==> src/rtl/flash_seq_pkg.sv <==
package flash_seq_pkg;

  typedef enum logic [2:0] {
    B_IDLE, B_SETUP, B_WLO, B_WHI, B_RD
  } bus_st_t;

  typedef enum logic [2:0] {
    S_IDLE, S_FETCH, S_ISSUE, S_WAIT_W, S_RD_REQ, S_WAIT_R
  } seq_st_t;

  localparam logic [15:0] UNLK_ADDR_HI = 16'h5555;
  localparam logic [15:0] UNLK_ADDR_LO = 16'h2AAA;
  localparam logic [7:0]  KEY_FIRST    = 8'hAA;
  localparam logic [7:0]  KEY_SECOND   = 8'h55;
  localparam logic [7:0]  OP_PROGRAM   = 8'hA0;
  localparam logic [7:0]  OP_ERASE_PRE = 8'h80;
  localparam logic [7:0]  OP_BLK_ERASE = 8'h30;

endpackage

==> src/rtl/flash_bus_cycle.sv <==
module flash_bus_cycle
  import flash_seq_pkg::*;
#(
  parameter int AW     = 21,
  parameter int DW     = 16,
  parameter int WE_LO  = 4,
  parameter int WE_HI  = 3,
  parameter int RD_CYC = 8
) (
  input  logic          clk,
  input  logic          rst,
  input  logic          req,
  input  logic          req_rd,
  input  logic [AW-1:0] req_addr,
  input  logic [DW-1:0] req_data,
  output logic          ack,
  output logic [DW-1:0] rd_data,
  output logic [AW-1:0] fl_addr,
  output logic [DW-1:0] fl_dq_out,
  output logic          fl_dq_oe,
  input  logic [DW-1:0] fl_dq_in,
  output logic          fl_we_n,
  output logic          fl_oe_n,
  output logic          fl_ce_n
);

  localparam int MAXC = (WE_LO > WE_HI) ? ((WE_LO > RD_CYC) ? WE_LO : RD_CYC)
                                        : ((WE_HI > RD_CYC) ? WE_HI : RD_CYC);
  localparam int CW   = $clog2(MAXC + 1);
  localparam int RW   = $clog2(WE_LO + 2);

  bus_st_t       st;
  logic [CW-1:0] cnt;
  logic          is_rd;

  always_ff @(posedge clk) begin
    if (rst) begin
      st        <= B_IDLE;
      cnt       <= '0;
      is_rd     <= 1'b0;
      ack       <= 1'b0;
      rd_data   <= '0;
      fl_addr   <= '0;
      fl_dq_out <= '0;
      fl_dq_oe  <= 1'b0;
      fl_we_n   <= 1'b1;
      fl_oe_n   <= 1'b1;
      fl_ce_n   <= 1'b1;
    end else begin
      ack <= 1'b0;
      case (st)
        B_IDLE: begin
          if (req) begin
            fl_addr   <= req_addr;
            fl_dq_out <= req_rd ? '0 : req_data;
            fl_dq_oe  <= !req_rd;
            fl_ce_n   <= 1'b0;
            is_rd     <= req_rd;
            st        <= B_SETUP;
          end
        end
        B_SETUP: begin
          cnt <= '0;
          if (is_rd) begin
            fl_oe_n <= 1'b0;
            st      <= B_RD;
          end else begin
            fl_we_n <= 1'b0;
            st      <= B_WLO;
          end
        end
        B_WLO: begin
          if (cnt == CW'(WE_LO - 1)) begin
            fl_we_n <= 1'b1;
            cnt     <= '0;
            st      <= B_WHI;
          end else begin
            cnt <= cnt + 1'b1;
          end
        end
        B_WHI: begin
          if (cnt == CW'(WE_HI - 1)) begin
            ack      <= 1'b1;
            fl_ce_n  <= 1'b1;
            fl_dq_oe <= 1'b0;
            st       <= B_IDLE;
          end else begin
            cnt <= cnt + 1'b1;
          end
        end
        B_RD: begin
          if (cnt == CW'(RD_CYC - 1)) begin
            rd_data <= fl_dq_in;
            fl_oe_n <= 1'b1;
            fl_ce_n <= 1'b1;
            ack     <= 1'b1;
            st      <= B_IDLE;
          end else begin
            cnt <= cnt + 1'b1;
          end
        end
        default: st <= B_IDLE;
      endcase
    end
  end

  // Checker state: length of the current write-enable low run
  logic [RW-1:0] lo_run;
  always_ff @(posedge clk) begin
    if (rst)                 lo_run <= '0;
    else if (fl_we_n)        lo_run <= '0;
    else if (lo_run != '1)   lo_run <= lo_run + 1'b1;
  end


  we_low_width_chk: assert property (@(posedge clk) disable iff (rst)
    $rose(fl_we_n) |-> (lo_run >= RW'(WE_LO)));


  we_pins_stable_chk: assert property (@(posedge clk) disable iff (rst)
    (!fl_we_n && $past(!fl_we_n)) |-> ($stable(fl_addr) && $stable(fl_dq_out)));


  we_needs_ce_chk: assert property (@(posedge clk) disable iff (rst)
    !fl_we_n |-> !fl_ce_n);


  we_oe_excl_chk: assert property (@(posedge clk) disable iff (rst)
    !fl_we_n |-> fl_oe_n);


  no_contention_chk: assert property (@(posedge clk) disable iff (rst)
    !fl_oe_n |-> !fl_dq_oe);

endmodule

==> src/rtl/flash_toggle_cmp.sv <==
module flash_toggle_cmp #(
  parameter int DW   = 16,
  parameter int TO_W = 24
) (
  input  logic            clk,
  input  logic            rst,
  input  logic            clear,
  input  logic            sample,
  input  logic [DW-1:0]   rd_word,
  input  logic [TO_W-1:0] limit,
  output logic            settled,
  output logic            expired
);

  logic [DW-1:0]   prev;
  logic            have_prev;
  logic [TO_W-1:0] reads;

  always_comb begin
    settled = sample && have_prev && (prev == rd_word);
    expired = sample && !settled && (({1'b0, reads} + 1'b1) >= {1'b0, limit});
  end

  always_ff @(posedge clk) begin
    if (rst || clear) begin
      prev      <= '0;
      have_prev <= 1'b0;
      reads     <= '0;
    end else if (sample) begin
      prev      <= rd_word;
      have_prev <= 1'b1;
      if (reads != '1) reads <= reads + 1'b1;
    end
  end

endmodule

==> src/rtl/flash_word_prog.sv <==
module flash_word_prog
  import flash_seq_pkg::*;
#(
  parameter int AW        = 21,
  parameter int DW        = 16,
  parameter int TO_W      = 24,
  parameter int WE_LO     = 4,
  parameter int WE_HI     = 3,
  parameter int RD_CYC    = 8,
  parameter int BLK_WORDS = 16384
) (
  input  logic            clk,
  input  logic            rst,
  input  logic            cmd_valid,
  output logic            cmd_ready,
  input  logic            cmd_erase,
  input  logic [AW-1:0]   cmd_addr,
  input  logic [AW:0]     cmd_count,
  input  logic [TO_W-1:0] cmd_timeout,
  input  logic            wd_valid,
  output logic            wd_ready,
  input  logic [DW-1:0]   wd_data,
  output logic [AW-1:0]   fl_addr,
  output logic [DW-1:0]   fl_dq_out,
  output logic            fl_dq_oe,
  input  logic [DW-1:0]   fl_dq_in,
  output logic            fl_we_n,
  output logic            fl_oe_n,
  output logic            fl_ce_n,
  output logic            busy,
  output logic            done,
  output logic            err
);

  localparam logic [2:0]    LAST_PROG  = 3'd3;
  localparam logic [2:0]    LAST_ERASE = 3'd5;
  localparam logic [AW-1:0] BLK_STEP   = AW'(BLK_WORDS);

  seq_st_t         st;
  logic [AW-1:0]   cur_addr;
  logic [AW:0]     left;
  logic            is_erase;
  logic [DW-1:0]   word;
  logic [2:0]      step;
  logic [TO_W-1:0] tmo;

  logic            bus_req, bus_rd, bus_ack;
  logic [AW-1:0]   bus_addr;
  logic [DW-1:0]   bus_data, bus_rdata;
  logic            poll_clear, poll_sample, settled, expired;
  logic [2:0]      last_step;

  assign cmd_ready = (st == S_IDLE);
  assign wd_ready  = (st == S_FETCH);
  assign busy      = (st != S_IDLE);
  assign last_step = is_erase ? LAST_ERASE : LAST_PROG;

  assign bus_req     = (st == S_ISSUE) || (st == S_RD_REQ);
  assign bus_rd      = (st == S_RD_REQ);
  assign poll_clear  = (st == S_WAIT_W) && bus_ack && (step == last_step);
  assign poll_sample = (st == S_WAIT_R) && bus_ack;

  // Address and data of the current bus cycle
  always_comb begin
    bus_addr = cur_addr;
    bus_data = '0;
    if (st == S_ISSUE) begin
      unique case (step)
        3'd0: begin bus_addr = AW'(UNLK_ADDR_HI); bus_data = DW'(KEY_FIRST);  end
        3'd1: begin bus_addr = AW'(UNLK_ADDR_LO); bus_data = DW'(KEY_SECOND); end
        3'd2: begin
          bus_addr = AW'(UNLK_ADDR_HI);
          bus_data = is_erase ? DW'(OP_ERASE_PRE) : DW'(OP_PROGRAM);
        end
        3'd3: begin
          if (is_erase) begin
            bus_addr = AW'(UNLK_ADDR_HI); bus_data = DW'(KEY_FIRST);
          end else begin
            bus_addr = cur_addr;          bus_data = word;
          end
        end
        3'd4: begin bus_addr = AW'(UNLK_ADDR_LO); bus_data = DW'(KEY_SECOND); end
        default: begin bus_addr = cur_addr; bus_data = DW'(OP_BLK_ERASE); end
      endcase
    end
  end

  always_ff @(posedge clk) begin
    if (rst) begin
      st       <= S_IDLE;
      cur_addr <= '0;
      left     <= '0;
      is_erase <= 1'b0;
      word     <= '0;
      step     <= '0;
      tmo      <= '0;
      done     <= 1'b0;
      err      <= 1'b0;
    end else begin
      done <= 1'b0;
      case (st)
        S_IDLE: begin
          if (cmd_valid) begin
            err      <= 1'b0;
            cur_addr <= cmd_addr;
            left     <= cmd_count;
            is_erase <= cmd_erase;
            tmo      <= cmd_timeout;
            step     <= '0;
            if (cmd_count == '0) done <= 1'b1;
            else if (cmd_erase)  st   <= S_ISSUE;
            else                 st   <= S_FETCH;
          end
        end
        S_FETCH: begin
          if (wd_valid) begin
            word <= wd_data;
            step <= '0;
            st   <= S_ISSUE;
          end
        end
        S_ISSUE: st <= S_WAIT_W;
        S_WAIT_W: begin
          if (bus_ack) begin
            if (step == last_step) begin
              st <= S_RD_REQ;
            end else begin
              step <= step + 1'b1;
              st   <= S_ISSUE;
            end
          end
        end
        S_RD_REQ: st <= S_WAIT_R;
        S_WAIT_R: begin
          if (bus_ack) begin
            if (settled) begin
              if (left == (AW+1)'(1)) begin
                done <= 1'b1;
                st   <= S_IDLE;
              end else begin
                left     <= left - 1'b1;
                cur_addr <= cur_addr + (is_erase ? BLK_STEP : AW'(1));
                step     <= '0;
                st       <= is_erase ? S_ISSUE : S_FETCH;
              end
            end else if (expired) begin
              err <= 1'b1;
              st  <= S_IDLE;
            end else begin
              st <= S_RD_REQ;
            end
          end
        end
        default: st <= S_IDLE;
      endcase
    end
  end

  flash_bus_cycle #(
    .AW(AW), .DW(DW), .WE_LO(WE_LO), .WE_HI(WE_HI), .RD_CYC(RD_CYC)
  ) u_bus (
    .clk(clk), .rst(rst),
    .req(bus_req), .req_rd(bus_rd), .req_addr(bus_addr), .req_data(bus_data),
    .ack(bus_ack), .rd_data(bus_rdata),
    .fl_addr(fl_addr), .fl_dq_out(fl_dq_out), .fl_dq_oe(fl_dq_oe),
    .fl_dq_in(fl_dq_in), .fl_we_n(fl_we_n), .fl_oe_n(fl_oe_n), .fl_ce_n(fl_ce_n)
  );

  flash_toggle_cmp #(.DW(DW), .TO_W(TO_W)) u_poll (
    .clk(clk), .rst(rst), .clear(poll_clear), .sample(poll_sample),
    .rd_word(bus_rdata), .limit(tmo), .settled(settled), .expired(expired)
  );


  done_pulse_chk: assert property (@(posedge clk) disable iff (rst)
    done |=> !done);


  done_idle_chk: assert property (@(posedge clk) disable iff (rst)
    done |-> cmd_ready);


  err_no_done_chk: assert property (@(posedge clk) disable iff (rst)
    $rose(err) |-> !done);


  fetch_pins_idle_chk: assert property (@(posedge clk) disable iff (rst)
    wd_ready |-> (fl_we_n && fl_oe_n && fl_ce_n));

endmodule

==> config.mk <==
export PLATFORM = sky130hd
export DESIGN_NAME = flash_word_prog
export DESIGN_NICKNAME = d
export VERILOG_FILES = /design/src/rtl/flash_seq_pkg.sv /design/src/rtl/flash_bus_cycle.sv /design/src/rtl/flash_toggle_cmp.sv /design/src/rtl/flash_word_prog.sv
export SDC_FILE = /design/constraint.sdc
export NUM_CORES = 1
export LEC_CHECK = 0
export BUFFER_PORTS_ARGS = -buffer_cell sky130_fd_sc_hd__buf_2
export CAP_MARGIN = 25
export CORE_ASPECT_RATIO = 2
export CORE_UTILIZATION = 45
export CTS_CLUSTER_DIAMETER = 60
export DETAILED_ROUTE_END_ITERATION = 8
export GPL_ROUTABILITY_DRIVEN = 0
export PLACE_DENSITY_LB_ADDON = 0.12
export SYNTH_ARGS = -nofsm -noshare
export SYNTH_HDL_FRONTEND = slang
export SYNTH_SLANG_ARGS = --single-unit
==> constraint.sdc <==
create_clock -name clk -period 3.75 [get_ports clk]
set_input_delay 0.375 -clock clk [delete_from_list [all_inputs] [get_ports clk]]
set_output_delay 0.375 -clock clk [all_outputs]
set_load 0.05 [all_outputs]
# After elaboration in Yosys (flattened, before gate mapping)
# Cells that the tools add are included.
[totals] mem_bits_rw=0 ff_bits=199 rom_bits=0 word_cells=184 latch_bits=0 out_inout_bits=46 n_memories=0
[classes] add_sub_neg=6 div=0 magnitude_cmp=1 shift=0 n_mux=76 n_reduce_logical=40 eq_ne=38 n_bitwise=0 mul=0
[op_table] operator="$mux 21" n=6
[op_table] operator="$mux 22" n=4
[op_table] operator="$pmux 16 s4" n=1
[op_table] operator="$mux 3" n=21
[op_table] operator="$pmux 21 s3" n=1
[op_table] operator="$mux 16" n=3
[op_table] operator="$pmux 22 s2" n=1
[op_table] operator="$pmux 21 s2" n=1
[op_table] operator="$add 24x1->25 const B" n=1
[op_table] operator="$ge 25x24->1" n=1
[op_table] operator="$add 24x1->24 const B" n=1
[op_table] operator="$ne 2x2->1 const B" n=12
[op_table] operator="$ne 24x24->1 const B" n=1
[op_table] operator="$eq 22x1->1 const B" n=1
[op_table] operator="$logic_not 22->1" n=1
[op_table] operator="$sub 22x1->22 const B" n=1
[op_table] operator="$add 21x15->21" n=1
[op_table] operator="$mux 1" n=19
[op_table] operator="$eq 3x2->1 const B" n=6
[op_table] operator="$pmux 3 s6" n=1
[op_table] operator="$eq 16x16->1" n=1
[op_table] operator="$pmux 4 s4" n=1
[op_table] operator="$mux 15" n=1
[op_table] operator="$pmux 3 s5" n=1
[op_table] operator="other kinds (27)" n=73

# Longest topological paths before layout
[logic_depth] depth_word=11 mapped_depth=13 ltp_nobuf=13

# Hierarchy
# Synthesis repeated with hierarchy kept, for this count alone.
[unflattened] hier_cells=1378 area_unflattened_um2=10790.3
[modules_own_cells] module="flash_word_prog" seq_area_each_um2=1841.8 instances=1 area_per_inst_um2=5285.1 cells_per_inst=728
[modules_own_cells] module="flash_toggle_cmp" seq_area_each_um2=820.8 instances=1 area_per_inst_um2=2856.5 cells_per_inst=347
[modules_own_cells] module="flash_bus_cycle" seq_area_each_um2=1321.3 instances=1 area_per_inst_um2=2648.8 cells_per_inst=303

# Worst setup path before layout
# No wires, ideal clock.
[synth_path] path_type="register to register" from="register u_poll.reads[0]" to="register st[2]" n_path_buf=0 setup_slack_ns=0.924 stages_incl_launch_ff=13 arrival_ns=2.710 period_less_slack_ns=2.826 t_required_ns=3.633 path_cell_list="dfxtp_1 -> ha_1 -> nand3_1 -> nor4_2 -> nor2b_1 -> nand3_1 -> xnor2_1 -> ha_1 -> nand4_1 -> nand2b_1 -> a211oi_1 -> a211oi_1 -> a22o_1"
[synth_via] elab_chain_len=7
[synth_rtl] item="from (decl)" line="flash_toggle_cmp.sv:17" text="logic [TO_W-1:0] reads;"
[synth_rtl] item="from (signal assigned)" line="flash_toggle_cmp.sv:32" text="if (reads != '1) reads <= reads + 1'b1;"
[synth_rtl] item="$add 24x1->25" line="flash_toggle_cmp.sv:21" text="expired = sample && !settled && (({1'b0, reads} + 1'b1) >= {1'b0, limit});"
[synth_rtl] item="$ge 25x24->1" line="flash_toggle_cmp.sv:21"
[synth_rtl] item="$logic_and 1x1->1" line="flash_toggle_cmp.sv:21"
[synth_rtl] item="$mux 3" line="flash_word_prog.sv:146" text="end else if (expired) begin"
[synth_rtl] item="$mux 3" line="flash_word_prog.sv:136" text="if (settled) begin"
[synth_rtl] item="$mux 3" line="flash_word_prog.sv:135" text="if (bus_ack) begin"
[synth_rtl] item="$pmux 3 s6" line="flash_word_prog.sv:101" text="case (st)"
[synth_rtl] item="to (signal assigned)" line="flash_word_prog.sv:144" text="st <= is_erase ? S_ISSUE : S_FETCH;"
[synth_rtl] item="to (decl)" line="flash_word_prog.sv:39" text="seq_st_t st;"
# Every way passes these cells. The select of a mux whose other input is x is not followed.
# A chain may end at the register's enable or synchronous reset.

# Final worst setup path
# Ends and elaborated chain as after synthesis.

==> results.json <==
{
  "status": "complete, but fails checks",
  "violations": "DRC",
  "finalSetupViolCount": 0,
  "cts_tree": "done",
  "dr_total_vias": 9541,
  "drt_wl_total_mm": 28.4,
  "finalPower_mw": 6.06,
  "cts.sinks": 199,
  "maxSlewViolCount": 0,
  "synth_area_leaders": "dfxtp_1, nand2_1, a21oi_1, ha_1, nor2_1",
  "hp-class": "input pin to flip-flop",
  "period_share_pct": 82.9,
  "stdcell_area_um2": 11800,
  "cap_viol_max_count": 0,
  "ys_ff_latch": 199,
  "async_flop_share_pct": 0,
  "synth_ff_type": "dfxtp_1",
  "synth.most_common_cell": "nand2_1",
  "post_cts_buffers": 0,
  "crit_fanout": 7,
  "antenna_found_initial": 3,
  "numCtsBuffers": 17,
  "dp_hpwl_mm": 20.8,
  "synthTopCellsByCount": "nand2_1, dfxtp_1, a21oi_1, nor2_1, clkbuf_1",
  "grt_pass1_vias": 9249,
  "fin_skew_ns": 0.0106,
  "avgViaCountPerCell": 5.54,
  "cts_resized": 0,
  "synth_cells": 1325,
  "grt_pass1_wl_mm": 46.1,
  "worstMarginPinSlew_ns": 1.02,
  "synth-adder-area-share_pct": 4.73,
  "max_freq_mhz": 322,
  "die_y_um": 216,
  "cts-root-buf": "clkbuf_16",
  "first_pass_iters": 7,
  "required_ns": 4.16,
  "syn_to_final_growth_pct": 14.7,
  "post-place-ws_ns": 0.615,
  "whs_ns": 0.140,
  "synthMuxAreaShare_pct": 1.01,
  "placed_area_um2": 11200,
  "dieArea_um2": 23600,
  "drcViolationCount": 1,
  "gr-total-overflow": 0,
  "crit_type": "flip-flop to flip-flop",
  "synth_area_per_cell_um2": 7.78,
  "synth_edf_count": 0,
  "start_kind": "flip-flop",
  "fin_nets": 1571,
  "ios": 150,
  "layout-drive-gt1-share_pct": 16.2,
  "clockBufferDepth": 2,
  "yosys.area.top_type_share_pct": 38.6,
  "syn_nets": 1468,
  "dr.first_iter.drc_count": 476,
  "tns_ns": 0,
  "setup_slack_ns": 0.640,
  "min_path_cells": 3,
  "avgRoutedWirePerCell_um": 16.5,
  "numPortBuffers": 149,
  "power_density_nw_per_um2": 513,
  "start_util_pct": 45.7,
  "relSlewSlack_pct": 31.7,
  "rows": 78,
  "synth_top_family_by_area": "simple AND/OR/NAND/NOR gates",
  "diodes": 0,
  "synth_compound_area_share_pct": 19.3,
  "core_area_um2": 22500,
  "worstRegToRegCells": 14,
  "grt_start_max_net_pins": 94,
  "synth_sequential_area_ratio_pct": 38.6,
  "yosys_warnings": 0,
  "rsz0062_at_grt": "false",
  "dp_cells": 1689,
  "vdd_drop_max_mv": 0.444,
  "finalNonFillerCells": 1721,
  "ys_types": 76,
  "clock_latency_ns": 0.46,
  "cts_hold_buf": 0,
  "htreeDepth": 4,
  "fin_crit_ns": 3.11,
  "clkTransAtPathRegs_ns": 0.08,
  "n_fill_cell": 2264,
  "grt_use_total_pct": 25.3,
  "cp.arrival_ns": 3.52,
  "synth_simple_gate_area_share_pct": 26.0,
  "final_util_pct": 52.4,
  "route.antenna.remaining_nets": 0,
  "die_w_um": 109,
  "synth_top_area_cell": "dfxtp_1",
  "synthXorXnorAreaFrac_pct": 5.35,
  "endpoint_kind": "flip-flop",
  "p_leak_nw": 4.51,
  "syn_area_um2": 10300,
  "hold_viol": 0
}
==> registers in the layout, summed over array words and instances, names as in the netlist, 3 cells and up <==
name	cells
u_bus.fl_dq_out	16
word	16
u_bus.rd_data	16
u_poll.prev	16
u_bus.fl_addr	21
tmo	24
u_bus.st	3
u_bus.cnt	4
cur_addr	21
u_poll.reads	24
left	22
step	3
st	3
==> worst max-delay path, cell delays in order, from the launching register on <==
cell and delay (ns):
dfxtp_1 0.42, ha_1 0.23, nand3_1 0.21, nor4_2 0.21, buf_4 0.20, and3_1 0.24
and3_1 0.19, xor2_1 0.15, ha_1 0.27, a21oi_1 0.12, o21ai_0 0.09, nand2b_1 0.07
nand3_1 0.08, a211oi_1 0.36, a22o_1 0.21
==> report_power, final <==
part	switching, mW	leakage [nW]	internal (mW)
clock	0.881	0.311	1.13
combinational	1.07	2.58	0.489
sequential	0.184	1.62	2.31
total	2.14	4.51	3.93
==> cells by family (layout without fill, tap and decap cells) <==
family,count (synthesis),after routing
AO/OA/AOI/OAI,327,327
XOR/XNOR,63,63
AND/OR/NAND/NOR,567,567
multiplexers,9,9
adder cells (fa/ha/maj),39,39
flip-flops,199,199
buffers and inverters,121,237
==> cell type report <==
class / count / area (µm²) / area share [%]
Multi-Input combinational cell: 1005 / 5820 / 49.3
Sequential cell: 199 / 3980 / 33.7
Timing Repair Buffer: 168 / 891 / 7.53
Clock buffer: 17 / 425 / 3.60
Tap cell: 280 / 350 / 2.96
Clock inverter: 15 / 210 / 1.78
Inverter: 37 / 139 / 1.17
==> cells in the final DEF, fill, tap and decap left out, types with 5 or more instances in the layout <==
cell type / n
xnor2_1: 36
inv_6: 6
o211ai_1: 14
nor2_1: 106
nor3b_1: 5
nand2_1: 254
ha_1: 39
nor4_1: 18
nor3_1: 45
o32ai_1: 13
nand2b_1: 11
a22oi_1: 10
a21o_1: 5
a211oi_1: 17
inv_1: 36
xor2_1: 27
clkbuf_16: 17
o21ai_1: 9
o21ai_0: 20
a21oi_1: 184
nand4_1: 22
and3_1: 8
nand3_1: 40
dfxtp_1: 199
o31ai_1: 6
nor2b_1: 10
o22ai_1: 12
buf_4: 20
or3_1: 7
buf_2: 148
a31oi_1: 10
==> metal layers <==
layer  up-vias  share of wire [%]  track usage [%]  wire (µm)
met5         -              0.092                0         26
met4         4                4.4             12.7       1250
met3        72                4.3             5.26       1220
met2       208                 53             46.2      15200
met1      4415                 38             26.4      10700
li1       4842                  -                -          -
==> path summary, 6_finish.rpt <==
check / start / endpoint / slack [ns]
setup / recovery: u_poll.reads[0]$_SDFFE_PP0P_ / st[2]$_SDFFE_PP0P_ / 0.64
hold / removal: wd_data[0] / word[0]$_SDFFE_PP0P_ / 0.14
setup reg to reg: u_poll.reads[0]$_SDFFE_PP0P_ / st[2]$_SDFFE_PP0P_ / 0.64
hold reg to reg: u_bus.fl_addr[15]$_SDFFE_PP0P_ / u_bus.fl_addr[15]$_SDFFE_PP0P_ / 0.45
Power figures use the tool's default switching activity.
